[src/rtl/fpdiv_pkg.sv]
package fpdiv_pkg;

    typedef enum logic [1:0] {
        ST_IDLE,
        ST_SETUP,
        ST_DIVIDE,
        ST_NORMAL
    } fpdiv_state_t;

endpackage

[src/rtl/fpdiv_unpack.sv]
module fpdiv_unpack #(
    parameter int EXP_W  = 8,
    parameter int FRAC_W = 23,
    localparam int WORD_W = 1 + EXP_W + FRAC_W,
    localparam int SIG_W  = FRAC_W + 1
) (
    input  logic [WORD_W-1:0] word,
    output logic              sign,
    output logic [EXP_W-1:0]  expo,
    output logic [SIG_W-1:0]  sig,
    output logic              is_zero
);

    always_comb begin
        sign    = word[WORD_W-1];
        expo    = word[WORD_W-2:FRAC_W];
        sig     = {1'b1, word[FRAC_W-1:0]};
        is_zero = (expo == '0);
    end

endmodule

[src/rtl/fpdiv_iter.sv]
module fpdiv_iter #(
    parameter int SIG_W = 24,
    parameter int QUO_W = 26
) (
    input  logic             clk,
    input  logic             rst_n,
    input  logic             load,
    input  logic             step,
    input  logic [SIG_W-1:0] num,
    input  logic [SIG_W-1:0] den,
    output logic [QUO_W-1:0] quo
);

    // remainder stays below twice the divisor, so one spare bit suffices
    logic [SIG_W:0]   rem;
    logic [SIG_W-1:0] div_q;
    logic [SIG_W-1:0] diff;
    logic             fits;

    always_comb begin
        fits = (rem >= {1'b0, div_q});
        diff = rem[SIG_W-1:0] - div_q;
    end

    always_ff @(posedge clk or negedge rst_n) begin
        if (!rst_n) begin
            rem   <= '0;
            div_q <= '0;
            quo   <= '0;
        end else if (load) begin
            rem   <= {1'b0, num};
            div_q <= den;
            quo   <= '0;
        end else if (step) begin
            quo <= {quo[QUO_W-2:0], fits};
            rem <= fits ? {diff, 1'b0} : {rem[SIG_W-1:0], 1'b0};
        end
    end

endmodule

[src/rtl/fpdiv_round.sv]
module fpdiv_round #(
    parameter int EXP_W  = 8,
    parameter int FRAC_W = 23,
    localparam int WORD_W = 1 + EXP_W + FRAC_W,
    localparam int QUO_W  = FRAC_W + 3,
    localparam int BIAS   = (1 << (EXP_W - 1)) - 1
) (
    input  logic [QUO_W-1:0]  quo,
    input  logic [EXP_W-1:0]  exp_a,
    input  logic [EXP_W-1:0]  exp_b,
    input  logic              sign,
    input  logic              zero_a,
    input  logic              zero_b,
    output logic [WORD_W-1:0] word
);

    logic              ge_one;
    logic [FRAC_W-1:0] kept;
    logic              rbit;
    logic [FRAC_W-1:0] frac;
    logic [EXP_W-1:0]  expo;

    always_comb begin
        ge_one = quo[QUO_W-1];
        kept   = ge_one ? quo[QUO_W-2:2] : quo[QUO_W-3:1];
        rbit   = ge_one ? quo[1] : quo[0];
        frac   = kept + FRAC_W'(rbit);
        expo   = exp_a - exp_b + EXP_W'(BIAS) - EXP_W'(!ge_one);
        if (zero_b)
            word = {sign, {EXP_W{1'b1}}, {FRAC_W{1'b0}}};
        else if (zero_a)
            word = {sign, {(WORD_W-1){1'b0}}};
        else
            word = {sign, expo, frac};
    end

endmodule

[src/rtl/fpdiv_serial.sv]
module fpdiv_serial
    import fpdiv_pkg::*;
#(
    parameter int EXP_W  = 8,
    parameter int FRAC_W = 23,
    localparam int WORD_W = 1 + EXP_W + FRAC_W
) (
    input  logic              clk,
    input  logic              rst_n,
    input  logic              start,
    input  logic [WORD_W-1:0] op_a,
    input  logic [WORD_W-1:0] op_b,
    output logic              busy,
    output logic              done,
    output logic [WORD_W-1:0] result,
    output logic              div_by_zero
);

    localparam int SIG_W = FRAC_W + 1;
    localparam int QUO_W = SIG_W + 2;
    localparam int CNT_W = $clog2(QUO_W);

    fpdiv_state_t state, state_nx;
    logic [CNT_W-1:0]  cnt;
    logic [WORD_W-1:0] a_q, b_q;

    logic              sgn_a, sgn_b, zero_a, zero_b;
    logic [EXP_W-1:0]  exp_a, exp_b;
    logic [SIG_W-1:0]  sig_a, sig_b;
    logic [QUO_W-1:0]  quo;
    logic [WORD_W-1:0] packed_w;
    logic              last_bit;

    fpdiv_unpack #(.EXP_W(EXP_W), .FRAC_W(FRAC_W)) u_unp_a (
        .word(a_q), .sign(sgn_a), .expo(exp_a), .sig(sig_a), .is_zero(zero_a)
    );

    fpdiv_unpack #(.EXP_W(EXP_W), .FRAC_W(FRAC_W)) u_unp_b (
        .word(b_q), .sign(sgn_b), .expo(exp_b), .sig(sig_b), .is_zero(zero_b)
    );

    fpdiv_iter #(.SIG_W(SIG_W), .QUO_W(QUO_W)) u_iter (
        .clk  (clk),
        .rst_n(rst_n),
        .load (state == ST_SETUP),
        .step (state == ST_DIVIDE),
        .num  (sig_a),
        .den  (sig_b),
        .quo  (quo)
    );

    fpdiv_round #(.EXP_W(EXP_W), .FRAC_W(FRAC_W)) u_round (
        .quo   (quo),
        .exp_a (exp_a),
        .exp_b (exp_b),
        .sign  (sgn_a ^ sgn_b),
        .zero_a(zero_a),
        .zero_b(zero_b),
        .word  (packed_w)
    );

    assign last_bit = (cnt == CNT_W'(QUO_W - 1));
    assign busy     = (state != ST_IDLE);

    always_comb begin
        state_nx = state;
        unique case (state)
            ST_IDLE:   if (start)    state_nx = ST_SETUP;
            ST_SETUP:                state_nx = ST_DIVIDE;
            ST_DIVIDE: if (last_bit) state_nx = ST_NORMAL;
            ST_NORMAL:               state_nx = ST_IDLE;
            default:                 state_nx = ST_IDLE;
        endcase
    end

    // state register, iteration counter and operand capture
    always_ff @(posedge clk or negedge rst_n) begin
        if (!rst_n) begin
            state <= ST_IDLE;
            cnt   <= '0;
            a_q   <= '0;
            b_q   <= '0;
        end else begin
            state <= state_nx;
            if (state == ST_IDLE && start) begin
                a_q <= op_a;
                b_q <= op_b;
            end
            if (state == ST_DIVIDE)
                cnt <= cnt + 1'b1;
            else
                cnt <= '0;
        end
    end

    // registered outputs
    always_ff @(posedge clk or negedge rst_n) begin
        if (!rst_n) begin
            done        <= 1'b0;
            result      <= '0;
            div_by_zero <= 1'b0;
        end else begin
            done <= (state == ST_NORMAL);
            if (state == ST_NORMAL) begin
                result      <= packed_w;
                div_by_zero <= zero_b;
            end
        end
    end

endmodule

[config.mk]
export PLATFORM = sky130hd
export DESIGN_NAME = fpdiv_serial
export DESIGN_NICKNAME = d
export VERILOG_FILES = /design/src/rtl/fpdiv_pkg.sv /design/src/rtl/fpdiv_unpack.sv /design/src/rtl/fpdiv_iter.sv /design/src/rtl/fpdiv_round.sv /design/src/rtl/fpdiv_serial.sv
export SDC_FILE = /design/constraint.sdc
export NUM_CORES = 1
export LEC_CHECK = 0
export BUFFER_PORTS_ARGS = -buffer_cell sky130_fd_sc_hd__buf_2
export CORE_MARGIN = 2
export CORE_UTILIZATION = 45
export CTS_CLUSTER_SIZE = 28
export DETAILED_ROUTE_END_ITERATION = 12
export PLACE_DENSITY = 0.66
export SLEW_MARGIN = 20
export SYNTH_ARGS = -nofsm -noshare
export SYNTH_HDL_FRONTEND = slang
export SYNTH_SLANG_ARGS = --single-unit
[constraint.sdc]
create_clock -name clk -period 3.3 [get_ports clk]
set_input_delay 0.825 -clock clk [delete_from_list [all_inputs] [get_ports clk]]
set_output_delay 0.825 -clock clk [all_outputs]
set_load 0.02 [all_outputs]
# After elaboration in Yosys (flattened, before gate mapping)
# Cells that the tools add are included.
# Widths: inputs -> output; s select.
# word_totals
ff_bits	180
in_bits	67
out_inout_bits	35
# classes
n_reduce_logical	8
add_sub_neg	6
n_lt_le_gt_ge	1
n_bitwise	1
n_eq_ne	6
mux	13
# op_table
operator	count
$mux 25	3
$mux 31	2
$mux 26	2
$ge 25x24->1	1
$sub 24x24->24	1
$add 23x1->23	1
$mux 23	1
$logic_not 8->1	2
$add 8x7->8 const B	1
$pmux 2 s4	1
$sub 8x1->8	1
$sub 8x8->8	1
$add 5x1->5 const B	1
$eq 5x5->1 const B	1
$mux 5	1
$eq 2x2->1 const B	2
$mux 2	2
$ne 2x2->1 const B	2
$reduce_bool 2->1	2
$eq 2x1->1 const B	1
$logic_not 2->1	1
$reduce_and 2->1	1
$logic_and 1x1->1	1
$logic_not 1->1	1
2 further kinds	2

# Depth between registers and ports, before layout
# Gate-level depths: netlist (run 1).
# logic_depth
word_depth	5
depth_mapped	17
depth_no_buf	15

# By module
# From an unflattened synthesis (run 1), not the netlist that was laid out.
# unflattened
hier_cells	1096
area_unflattened_um2	11274.6
# modules_own_cells
mod	area_per_inst_um2	cells_each	n_inst	seq_area_each_um2
fpdiv_iter	4787.1	526	1	1876.8
fpdiv_serial	4078.9	240	1	2627.5
fpdiv_round	1868.0	256	1	0.0
fpdiv_unpack	270.3	37	2	0.0

# Worst setup path after synthesis (run 1)
# Ideal clock, no wire load.
# synth_timing
kind	register to register
from	register u_iter.quo[25]
to	register result[22]
path_stages_with_launch	17
slack_ps	-222
arrival_time_ps	3381
period_less_slack_ps	3522
required_ps	3159
setup_ps	141
cell_sequence	dfrtp_1 > buf_2 > buf_2 > buf_1 > clkbuf_1 > nand2_1 > o21ai_0 > ha_1 > ha_1 > nand3_1 > nor3_1 > and4_1 > and2_2 > and4_1 > a221oi_1 > a21oi_1 > o22ai_1
# synth_via
elab_chain_cells	4
# synth_rtl
item	line	text
start: declaration	fpdiv_iter.sv:11	output logic [QUO_W-1:0] quo
start signal: assignment	fpdiv_iter.sv:35	quo <= {quo[QUO_W-2:0], fits};
$mux 23 / $mux 1 (equally long branches)	fpdiv_round.sv:25, fpdiv_round.sv:26	
$add 23x1->23 *	fpdiv_round.sv:27	frac = kept + FRAC_W'(rbit);
$mux 31 *	fpdiv_round.sv:31	else if (zero_a)
$mux 31 *	fpdiv_round.sv:29	if (zero_b)
end signal: assignment	fpdiv_serial.sv:105	result <= packed_w;
end: declaration	fpdiv_serial.sv:15	output logic [WORD_W-1:0] result,
# Mark *: on every way between the ends. The rest lies on a longest branch, timed or not.
# A chain may end at the register's enable or synchronous reset.

# Worst setup path in the final report (run 1)
# layout_timing
from	register u_iter.div_q[1]
to	register u_iter.rem[3]
# layout_via
elab_chain_cells	4
# layout_rtl
item	line	text
start: declaration	fpdiv_iter.sv:16	logic [SIG_W-1:0] div_q;
start signal: assignment	fpdiv_iter.sv:32	div_q <= den;
$sub 24x24->24 / $ge 25x24->1 (equally long branches)	fpdiv_iter.sv:22, fpdiv_iter.sv:21	
$mux 25 *	fpdiv_iter.sv:36	rem <= fits ? {diff, 1'b0} : {rem[SIG_W-1:0], 1'b0};
$mux 25 *	fpdiv_iter.sv:34	end else if (step) begin
$mux 25 *	fpdiv_iter.sv:30	end else if (load) begin
end signal: assignment	fpdiv_iter.sv:31	rem <= {1'b0, num};
end signal: assignment	fpdiv_iter.sv:36	
end: declaration	fpdiv_iter.sv:15	logic [SIG_W:0] rem;
# Mark *: on every way between the ends. The rest lies on a longest branch, timed or not. The select of a mux whose other input is x is not followed.

==> impl_results.md, run 1 <==
- Rows: 54
- RSZ-0062 raised after global routing: false
- Register bit total from synthesis: 180
- Setup TNS: 0 ps
- H-tree depth: 4
- Vias per cell: 5.46
- Post-Route WL: approximately 24,000 um
- Routed via count: 7,736
- Ys async rst share: 1.00
- Cells after Synth: 1,044
- Period utilisation layout: 0.898
- Vias in the first global route: 7,586
- Slowest cell on the critical path: dfrtp_1
- Fin cells: 1,417
- CP delay by family, top: compound AO/OA/AOI/OAI gates
- Synthesized area per cell: between 9 and 10 sq um
- YS warnings: 0
- Port buffer count: around 100
- Worst Path Max Fanout: 11
- Most used cell, CP: o31a_1
- Crit path from: u_iter.div_q[1]
- Die Y: 154 um
- CP Data Arrival Time: 3290 ps
- Clock sinks: 180
- Hold-fix buffers, CTS: 0
- 1st-iter DRT viols: 383
- Initial antenna violation count: 0
- Starting Density: 0.462
- Max-slew violations: 0
- Tmin final: 2960 ps
- IO Count: 102
- DR pass1 iterations: 5
- Status: finished, final reports clean
- First-pass GRT wire length: 39,400 um
- Max clock buf depth: 2
- Top cell type's share of synthesized area: 0.444
- Synth area leaders: dfrtp_1, mux2_2, ha_1
- HPWL after DPL: 16,900 um
- Pleak: 0.00508 uW
- Largest net degree at the start of global routing: 86
- Post-synth top flop: dfrtp_1
- Netlist cell types: 65
- Layout cells sized above 1: 0.207
- Multi-input combinational cell area: 4970 sq um
- Req. time, crit path: 3630 ps
- Full die area: ~24,000 sq um
- Relative slew slack: 0.356
- Most frequent cells in the layout: dfrtp_1, inv_1, buf_2, o21ai_0, mux2_2
- Max-cap violation count: 0
- Layout Nets: 1,246
- Root Driver: clkbuf_16
- Syn Nets: 1,166
- Worst path bufs/invs: 2
- Crit-path max cell delay: around 380 ps
- Sequential Area: 4500 sq um
- Commonest non-fill, non-tap cell in the layout: dfrtp_1
- EDFF count, synth: 0
- Fmax: 0.337 GHz
- Fin. Hold Viols: 0
- Tot GR Track Use: 0.207
- CTS tree: done
- Worst ir drop on vdd: 0.000505 V
- GPL Wtd Cong: about 0.92
- Clock Pin Slew Worst Setup and Hold Paths: approximately 70 ps
- Post-route ant nets: 0
- Seq/Total Area, Yosys: 0.444
- Worst setup SP type: flip-flop
- Die Wd: around 150 um
- Cell Area, Synth: 10,200 sq um
- Worst Setup End Kind: flip-flop
- Pwr Density: 1210 nW/um^2
- Post-placement cell count: ~1,400
- GRT overflow: 0
- CTS buffer count: 17
- Core area: approximately 22,000 sq um
- Final setup fails: 0
- Drt drc: 0
- WL per Instance: 16.8 um
- PostCTS Resize Cnt: 0
- Reg2Reg Launch Point: u_iter.div_q[1]
- Layout area overhead: 13.3%
- Type of the worst min-delay path: primary input to asynchronous set/reset pin
- Skew final: 11.8 ps
- Inserted Diodes: 0
- # fillers: 2,044
- Postcts setup bufs: 0
- Clk Latency, worst-skew pair: 440 ps
- Type of the worst setup path: flip-flop to flip-flop
- Crit-path cells: inv_1 > ha_1 > nor2b_4 > o31a_1 > o31ai_1 > a21oi_2 > nor4_2 > o31a_1 > buf_4 > nor4_1 > a311o_1
- Worst-Margin Slew: 966 ps
- Cell taking the most area after synthesis: dfrtp_1
==> cell usage after synthesis, drive strengths merged, types with 13 or more instances <==
master / number
mux2: 66
xnor2: 45
nand3: 25
ha: 53
inv: 109
o21ai: 80
nor3: 24
nand3b: 27
a31oi: 13
nor2: 52
dfrtp: 180
nor2b: 18
clkbuf: 39
o22ai: 22
a21oi: 49
buf: 22
mux2i: 25
nand2: 63
==> power by group <==
part | internal (uW) | total [uW] | switching (uW)
clock network | 1080 | 2050 | 963
logic | 3390 | 8020 | 4630
registers | 3170 | 3820 | 644
==> cells by family (layout without fill, tap and decap cells) <==
logic type               Yosys count  after routing  share of synthesized area
AND/OR/NAND/NOR                  263            263                      0.135
multiplexers                      91             91                     0.0978
adder cells (fa/ha/maj)           55             55                     0.0692
AO/OA/AOI/OAI                    229            229                      0.139
buffers and inverters            171            264                     0.0678
XOR/XNOR                          55             55                     0.0474
flip-flops                       180            180                      0.444
==> final cells by class <==
cell class	count	area share
Clock buffer	18	0.0382
Clock inverter	14	0.0123
Inverter	110	0.0359
Multi-Input combinational cell	693	0.432
Sequential cell	180	0.392
Tap cell	280	0.0305
Timing Repair Buffer	122	0.0593
==> worst paths after layout <==
| kind | cells past startpoint | end | slack [ps] |
|---|---|---|---|
| max | 11 | u_iter.rem[3] | 340 |
| min | 1 | result[29] | 390 |
| max reg2reg | 11 | u_iter.rem[3] | 340 |
| min reg2reg | 2 | u_iter.div_q[6] | 490 |
| max in group asynchronous | 2 | u_iter.quo[14] | 2170 |
| min in group clk | 2 | u_iter.div_q[6] | 490 |
==> metrics by stage <==
stage                     setup WS [ps]  hold slack [ps]  total power, uW  instance area (sq um)   util
final                               336              393            13900                  11500  0.524
after global routing               87.4              457            15100                  11500  0.524
after CTS                           337              423            14000                  11500  0.524
after detailed placement            352              472            11800                  10900  0.497
after global placement              426              454            11700                  10900  0.497
after floorplan                    37.6              440             9960                  10200      -
==> registers in the layout (all words and copies together) (netlist names) <==
register,flops
div_by_zero,1
result,32
cnt,5
b_q,32
state,2
done,1
u_iter.quo,26
u_iter.rem,25
a_q,32
u_iter.div_q,24
==> routing by layer <==
layer | wire (um) | GRT usage | up-vias
met3 | 877 | 0.0381 | 22
met5 | 0 | 0 | -
li1 | - | - | 3798
met1 | 10900 | 0.272 | 3762
met4 | 314 | 0.0521 | 0
met2 | 11700 | 0.355 | 154
Note: power is estimated with default switching activity, not from simulation.
==> run 2: changes to the inputs <==
--- a/config.mk
+++ b/config.mk
@@ -6,11 +6,13 @@
 export NUM_CORES = 1
 export LEC_CHECK = 0
 export BUFFER_PORTS_ARGS = -buffer_cell sky130_fd_sc_hd__buf_2
+export CELL_PAD_IN_SITES_DETAIL_PLACEMENT = 1
+export CELL_PAD_IN_SITES_GLOBAL_PLACEMENT = 1
 export CORE_MARGIN = 2
-export CORE_UTILIZATION = 45
+export CORE_UTILIZATION = 42
 export CTS_CLUSTER_SIZE = 28
 export DETAILED_ROUTE_END_ITERATION = 12
-export PLACE_DENSITY = 0.66
+export PLACE_DENSITY_LB_ADDON = 0.1
 export SLEW_MARGIN = 20
 export SYNTH_ARGS = -nofsm -noshare
 export SYNTH_HDL_FRONTEND = slang
==> run 2 against run 1 <==
Net effect:
- global-route usage grew 0.37 points
- sequential power hardly changed
- clock power increased by 4%
- die area is 7.0% higher
- largest cell class unchanged
- non-clock buffer count increased by 4
- via count up 1.6%
- wire length grew 8.2%
- clock-buffer cell count did not move
- fmax fell by 4.8%
- sequential cell count is the same
==> impl_results.md, run 2 (synthesis results as in run 1) <==
- Core area: approximately 24,000 sq um
- Most frequent cells in the layout: dfrtp_1, inv_1, buf_2, o21ai_0, mux2_2
- Max clock buf depth: 2
- Worst ir drop on vdd: ~0.00061 V
- Worst setup SP type: flip-flop
- Period utilisation layout: 0.944
- Layout cells sized above 1: 0.209
- Tmin final: 3110 ps
- Final setup fails: 0
- Vias in the first global route: 8,275
- Layout Nets: about 1,300
- First-pass GRT wire length: 43,100 um
- Rows: 56
- DR pass1 iterations: 4
- Req. time, crit path: ~3600 ps
- Inserted Diodes: 0
- Layout area overhead: 14.6%
- CP Data Arrival Time: approximately 3400 ps
- Drt drc: 0
- Clock sinks: 180
- DP Worst Slack: 93.6 ps
- CTS buffer count: 17
- Post-route ant nets: 0
- Setup TNS: 0 ps
- Tot Pwr: 14,200 uW
- IO Count: 102
- Skew final: 13.9 ps
- Setup ws final: ~190 ps
- RSZ-0062 raised after global routing: true
- Relative slew slack: 0.466
- HPWL after DPL: 18,300 um
- GRT overflow: 0
- Die Y: ~160 um
- WL per Instance: about 18 um
- Status: finished, final reports clean
- Starting Density: 0.430
- Post-Route WL: 25,800 um
- Tot GR Track Use: 0.211
- # fillers: ~2,700
- 1st-iter DRT viols: 334
- H-tree depth: 4
- Area after DPL: 11,000 sq um
- Full die area: ~25,000 sq um
- Routed via count: 7,859
- Port buffer count: 101
- Vias per cell: 5.38
- Commonest non-fill, non-tap cell in the layout: dfrtp_1
- Postcts setup bufs: 0
- Fmax: about 0.32 GHz
- GPL Wtd Cong: 0.885
- Worst-Margin Slew: 802 ps
- Post-layout instance area: about 12,000 sq um
- Pwr Density: 1220 nW/um^2
- Initial antenna violation count: 0
- Clk Latency, worst-skew pair: 440 ps
- Fin. Hold Viols: 0
- Pleak: ~0.0051 uW
- Type of the worst min-delay path: primary input to asynchronous set/reset pin
- Clock Pin Slew Worst Setup and Hold Paths: ~70 ps
- Largest net degree at the start of global routing: 86
- Max-slew violations: 0
- Final Util: 0.493
- Type of the worst setup path: flip-flop to flip-flop
- Worst Path Max Fanout: 17
- Worst Setup End Kind: flip-flop
- CTS tree: done
- Root Driver: clkbuf_16
- Die Wd: 159 um
- Max-cap violation count: 0
- Top flop regs: a_q x32, b_q x32, result x32
run 2: cell types whose count changed in the layout (fill, tap and decap cells not counted):
| cell | change |
|---|---|
| o31a_1 | -1 |
| buf_6 | -1 |
| bufinv_16 | +2 |
| clkbuf_1 | +1 |
| clkinv_4 | -1 |
| clkinv_2 | +2 |
| buf_4 | +2 |
| o31a_2 | +1 |
| inv_6 | -3 |
| buf_12 | +2 |
run 2: final timing paths:
path	endpoint	slack, ps	startpoint	depth (start not counted)
setup / recovery	u_iter.rem[15]	190	u_iter.rem[9]	10
hold / removal	result[30]	390	rst_n	1
setup reg to reg	u_iter.rem[15]	190	u_iter.rem[9]	10
hold reg to reg	div_by_zero	480	div_by_zero	1
max in group asynchronous	u_iter.div_q[10]	2170	rst_n	2
min in group clk	div_by_zero	480	div_by_zero	1
run 2: final cells by class:
type                    instances  area (sq um)  area share
multi-input cells             693          4980       0.428
flip-flops and latches        180          4500       0.387
repair buffers                126           739      0.0635
clock buffers                  18           429      0.0369
inverters                     110           413      0.0355
well taps                     319           399      0.0343
clock inverters                14           176      0.0152
run 2: report_power, final:
group          internal, uW  total (uW)  switching [uW]
Clock                  1200        2140             933
Combinational          3500        8270            4770
Sequential             3170        3810             634
Total                  7880       14200            6340
run 2: repair_timing:
item / in CTS / in global routing
hold buffers: 0 / 0
endpoints found under the setup margin: 0 / 11
resized for setup: 0 / 1
run 2: worst max-delay path, cell delays in order, from the launching register on:
cell,delay (ps)
dfrtp_1,400
ha_1,480
nand4_2,170
nor3_1,260
o31ai_1,170
a21oi_2,290
nor4_2,100
o31ai_2,510
buf_12,240
mux2i_1,220
o21ai_0,100
run 2: layer usage:
layer / track usage / vias to the layer above / part of all wire
met4: 0.0616 / 0 / 0.020
li1: - / 3796 / -
met5: 0 / - / 0
met3: 0.0305 / 33 / 0.019
met2: 0.372 / 100 / 0.51
met1: 0.268 / 3930 / 0.45
run 2: stage by stage:
step | std cells | hold slack, ps
CTS | 1460 | 414
global route | 1460 | 438
finish | 1460 | 395
detailed placement | 1428 | 456
floorplan | 1044 | 440
global placement | 1428 | 455
==> run 3: changes to the inputs <==
--- a/config.mk
+++ b/config.mk
@@ -13,6 +13,7 @@
 export CTS_CLUSTER_SIZE = 28
 export DETAILED_ROUTE_END_ITERATION = 12
 export PLACE_DENSITY_LB_ADDON = 0.1
+export SETUP_SLACK_MARGIN = 0.4
 export SLEW_MARGIN = 20
 export SYNTH_ARGS = -nofsm -noshare
 export SYNTH_HDL_FRONTEND = slang
==> run 3 against run 2 <==
Net effect:
- combinational power increased by 7.3%
- fmax up 9.7%
- final area up 2.8%
- clock power is 2% higher
- largest power group unchanged
- clock-buffer cell count stayed put
- die area unchanged
- highest routed layer unchanged
- register-to-register slack better by 270 ps
- sequential share of layout area shrank 1.0 points
==> impl_results.md, run 3 (synthesis results as in run 1) <==
- Crit-path max cell delay: approximately 440 ps
- Layout area overhead: 17.8%
- Most used cell, CP: a21oi_1
- Power share of the combinational group: 0.595
- DR pass1 iterations: 4
- Reg2Reg Launch Point: u_iter.rem[10]
- Relative slew slack: 0.452
- Commonest non-fill, non-tap cell in the layout: dfrtp_1
- RSZ-0062 raised after global routing: true
- Worst ir drop on vdd: 0.000803 V
- Max-cap violation count: 0
- GR Layer Usage met2: 0.366
- CTS tree: done
- Skew final: 11.5 ps
- Status: finished, final reports clean
- GRT overflow: 0
- Root Driver: clkbuf_16
- Routed via count: 7,949
- Pwr Density: 1250 nW/um^2
- Hold-fix buffers, CTS: 0
- Drt drc: 0
- Top flop regs: a_q x32, b_q x32, result x32
- Setup ws final: 460 ps
- Worst R2R End: u_iter.rem[20]
- 1st-iter DRT viols: approximately 390
- Vias per cell: 5.41
- First-pass GRT wire length: 44,100 um
- Area after DPL: 11,100 sq um
- Crit-path cells: ha_4 > nand4_2 > nor4_2 > a2111oi_1 > nor2_1 > a21oi_1 > o31a_2 > buf_4 > or3_1 > a21oi_1
- Pleak: ~0.0052 uW
- Max-slew violations: 0
- Worst Path Max Fanout: 7
- Type of the worst setup path: flip-flop to flip-flop
- Period utilisation layout: 0.860
- Tmin final: ~2800 ps
- Most frequent cells in the layout: dfrtp_1, inv_1, buf_2, o21ai_0, mux2_2
- CTS buffer count: 17
- Grt peak-use layer: met2
- Type of the worst min-delay path: primary input to asynchronous set/reset pin
- Clock Pin Slew Worst Setup and Hold Paths: 80 ps
- Post-layout instance area: 12,000 sq um
- Reg2Reg Depth: 10
- Die Y: 159 um
- Worst setup SP type: flip-flop
- Crit path from: u_iter.rem[10]
- Clk Latency, worst-skew pair: roughly 440 ps
- Vias in the first global route: 8,318
- Rows: 56
- Sw Ratio: 0.447
- Clk pwr share: 0.147
- Starting Density: 0.430
- Post-route ant nets: 0
- Fmax: 0.352 GHz
- Setup TNS: 0 ps
- CP Data Arrival Time: 3200 ps
- Port buffer count: 101
- Tot GR Track Use: 0.215
- Clock sinks: 180
- Part of the power in registers: 0.258
- Crit path capture: u_iter.rem[20]
- Max clock buf depth: 2
- Inserted Diodes: 0
- Layout Nets: 1,260
- Fin. Hold Viols: 0
- Met1 Usage GRT: 0.286
- Req. time, crit path: 3660 ps
- Full die area: 25,400 sq um
- Worst Setup End Kind: flip-flop
- Sw Pwr: 6670 uW
- HPWL after DPL: 18,800 um
- Final setup fails: 0
- Core area: 23,600 sq um
- Internal power: 8240 uW
- Slowest cell on the critical path: dfrtp_1
- H-tree depth: 4
- Worst-Margin Slew: 822 ps
- DP Worst Slack: 217 ps
- Met3 GRT Util: 0.0284
- Die Wd: between 150 and 200 um
- Post-Route WL: 26,700 um
- IO Count: slightly above 100
- WL per Instance: 18.1 um
- Largest net degree at the start of global routing: 86
- Layout cells sized above 1: 0.237
- Setup slack, reg-to-reg: 460 ps
- GPL Wtd Cong: roughly 0.91
- Initial antenna violation count: 0
## run 3: cell count changes in the layout (fill, tap and decap cells not counted), moves of 2 or more
| cell | change |
|---|---|
| ha_2 | +2 |
| clkinvlp_4 | -2 |
| nor3_2 | -2 |
| nor3_4 | +2 |
| buf_4 | +8 |
| ha_4 | +12 |
| o21ai_1 | +2 |
| nor4_1 | -2 |
| ha_1 | -14 |
| o21ai_0 | -3 |
| a2111oi_0 | -2 |
## run 3: worst min-delay path by stage
stage                     start          endpoint  slack, ps
6_report                  rst_n           b_q[28]        350
5_1_grt                   rst_n           b_q[28]        370
4_1_cts                   rst_n           b_q[28]        350
3_5_place_dp   u_iter.div_q[23]  u_iter.div_q[23]        460
3_3_place_gp   u_iter.div_q[23]  u_iter.div_q[23]        450
2_1_floorplan  u_iter.div_q[23]  u_iter.div_q[23]        440
## run 3: routing by layer
layer  share of wire  vias to the layer above
met5               0                        -
met4           0.022                        0
met3           0.027                       33
met2            0.48                      134
met1            0.47                     3967
li1                -                     3815
## run 3: cell type report
class | count | area (sq um)
Inverter | 110 | 413
Fill cell | 2674 | 11600
Clock buffer | 18 | 429
Clock inverter | 14 | 193
Timing Repair Buffer | 136 | 825
Sequential cell | 180 | 4510
Multi-Input combinational cell | 693 | 5200
Tap cell | 319 | 399
## run 3: per-stage QoR
step | util | hold slack [ps] | total power [uW] | instances
finish | 0.507 | 345 | 14900 | 1470
global route | 0.507 | 368 | 16300 | 1470
CTS | 0.496 | 352 | 14600 | 1462
detailed placement | 0.469 | 456 | 12200 | 1429
global placement | 0.469 | 454 | 12000 | 1429
floorplan | - | 440 | 9980 | 1044
## run 3: worst max-delay path: cells and delay by family, from the launching register on
kind | cells | cell delay (ps)
compound gates | 4 | 740
fa+ha+maj | 1 | 330
buf+inv | 1 | 180
flops | 1 | 440
simple gates | 4 | 1080
## run 3: power by group through the flow
| stage | logic [uW] | registers [uW] | clock network (uW) |
|---|---|---|---|
| floorplan | 6220 | 3760 | 0 |
| global placement | 8220 | 3820 | 0 |
| detailed placement | 8380 | 3860 | 0 |
| CTS | 8510 | 3820 | 2260 |
| global route | 9940 | 3970 | 2340 |
| finish | 8870 | 3850 | 2190 |
## run 3: timing repair
| action | 4_1_cts | 5_1_grt |
|---|---|---|
| setup buffers | 1 | 8 |
| resized for setup | 5 | 29 |
| pin swaps | 1 | 9 |
| endpoints found under the setup margin | 15 | 27 |
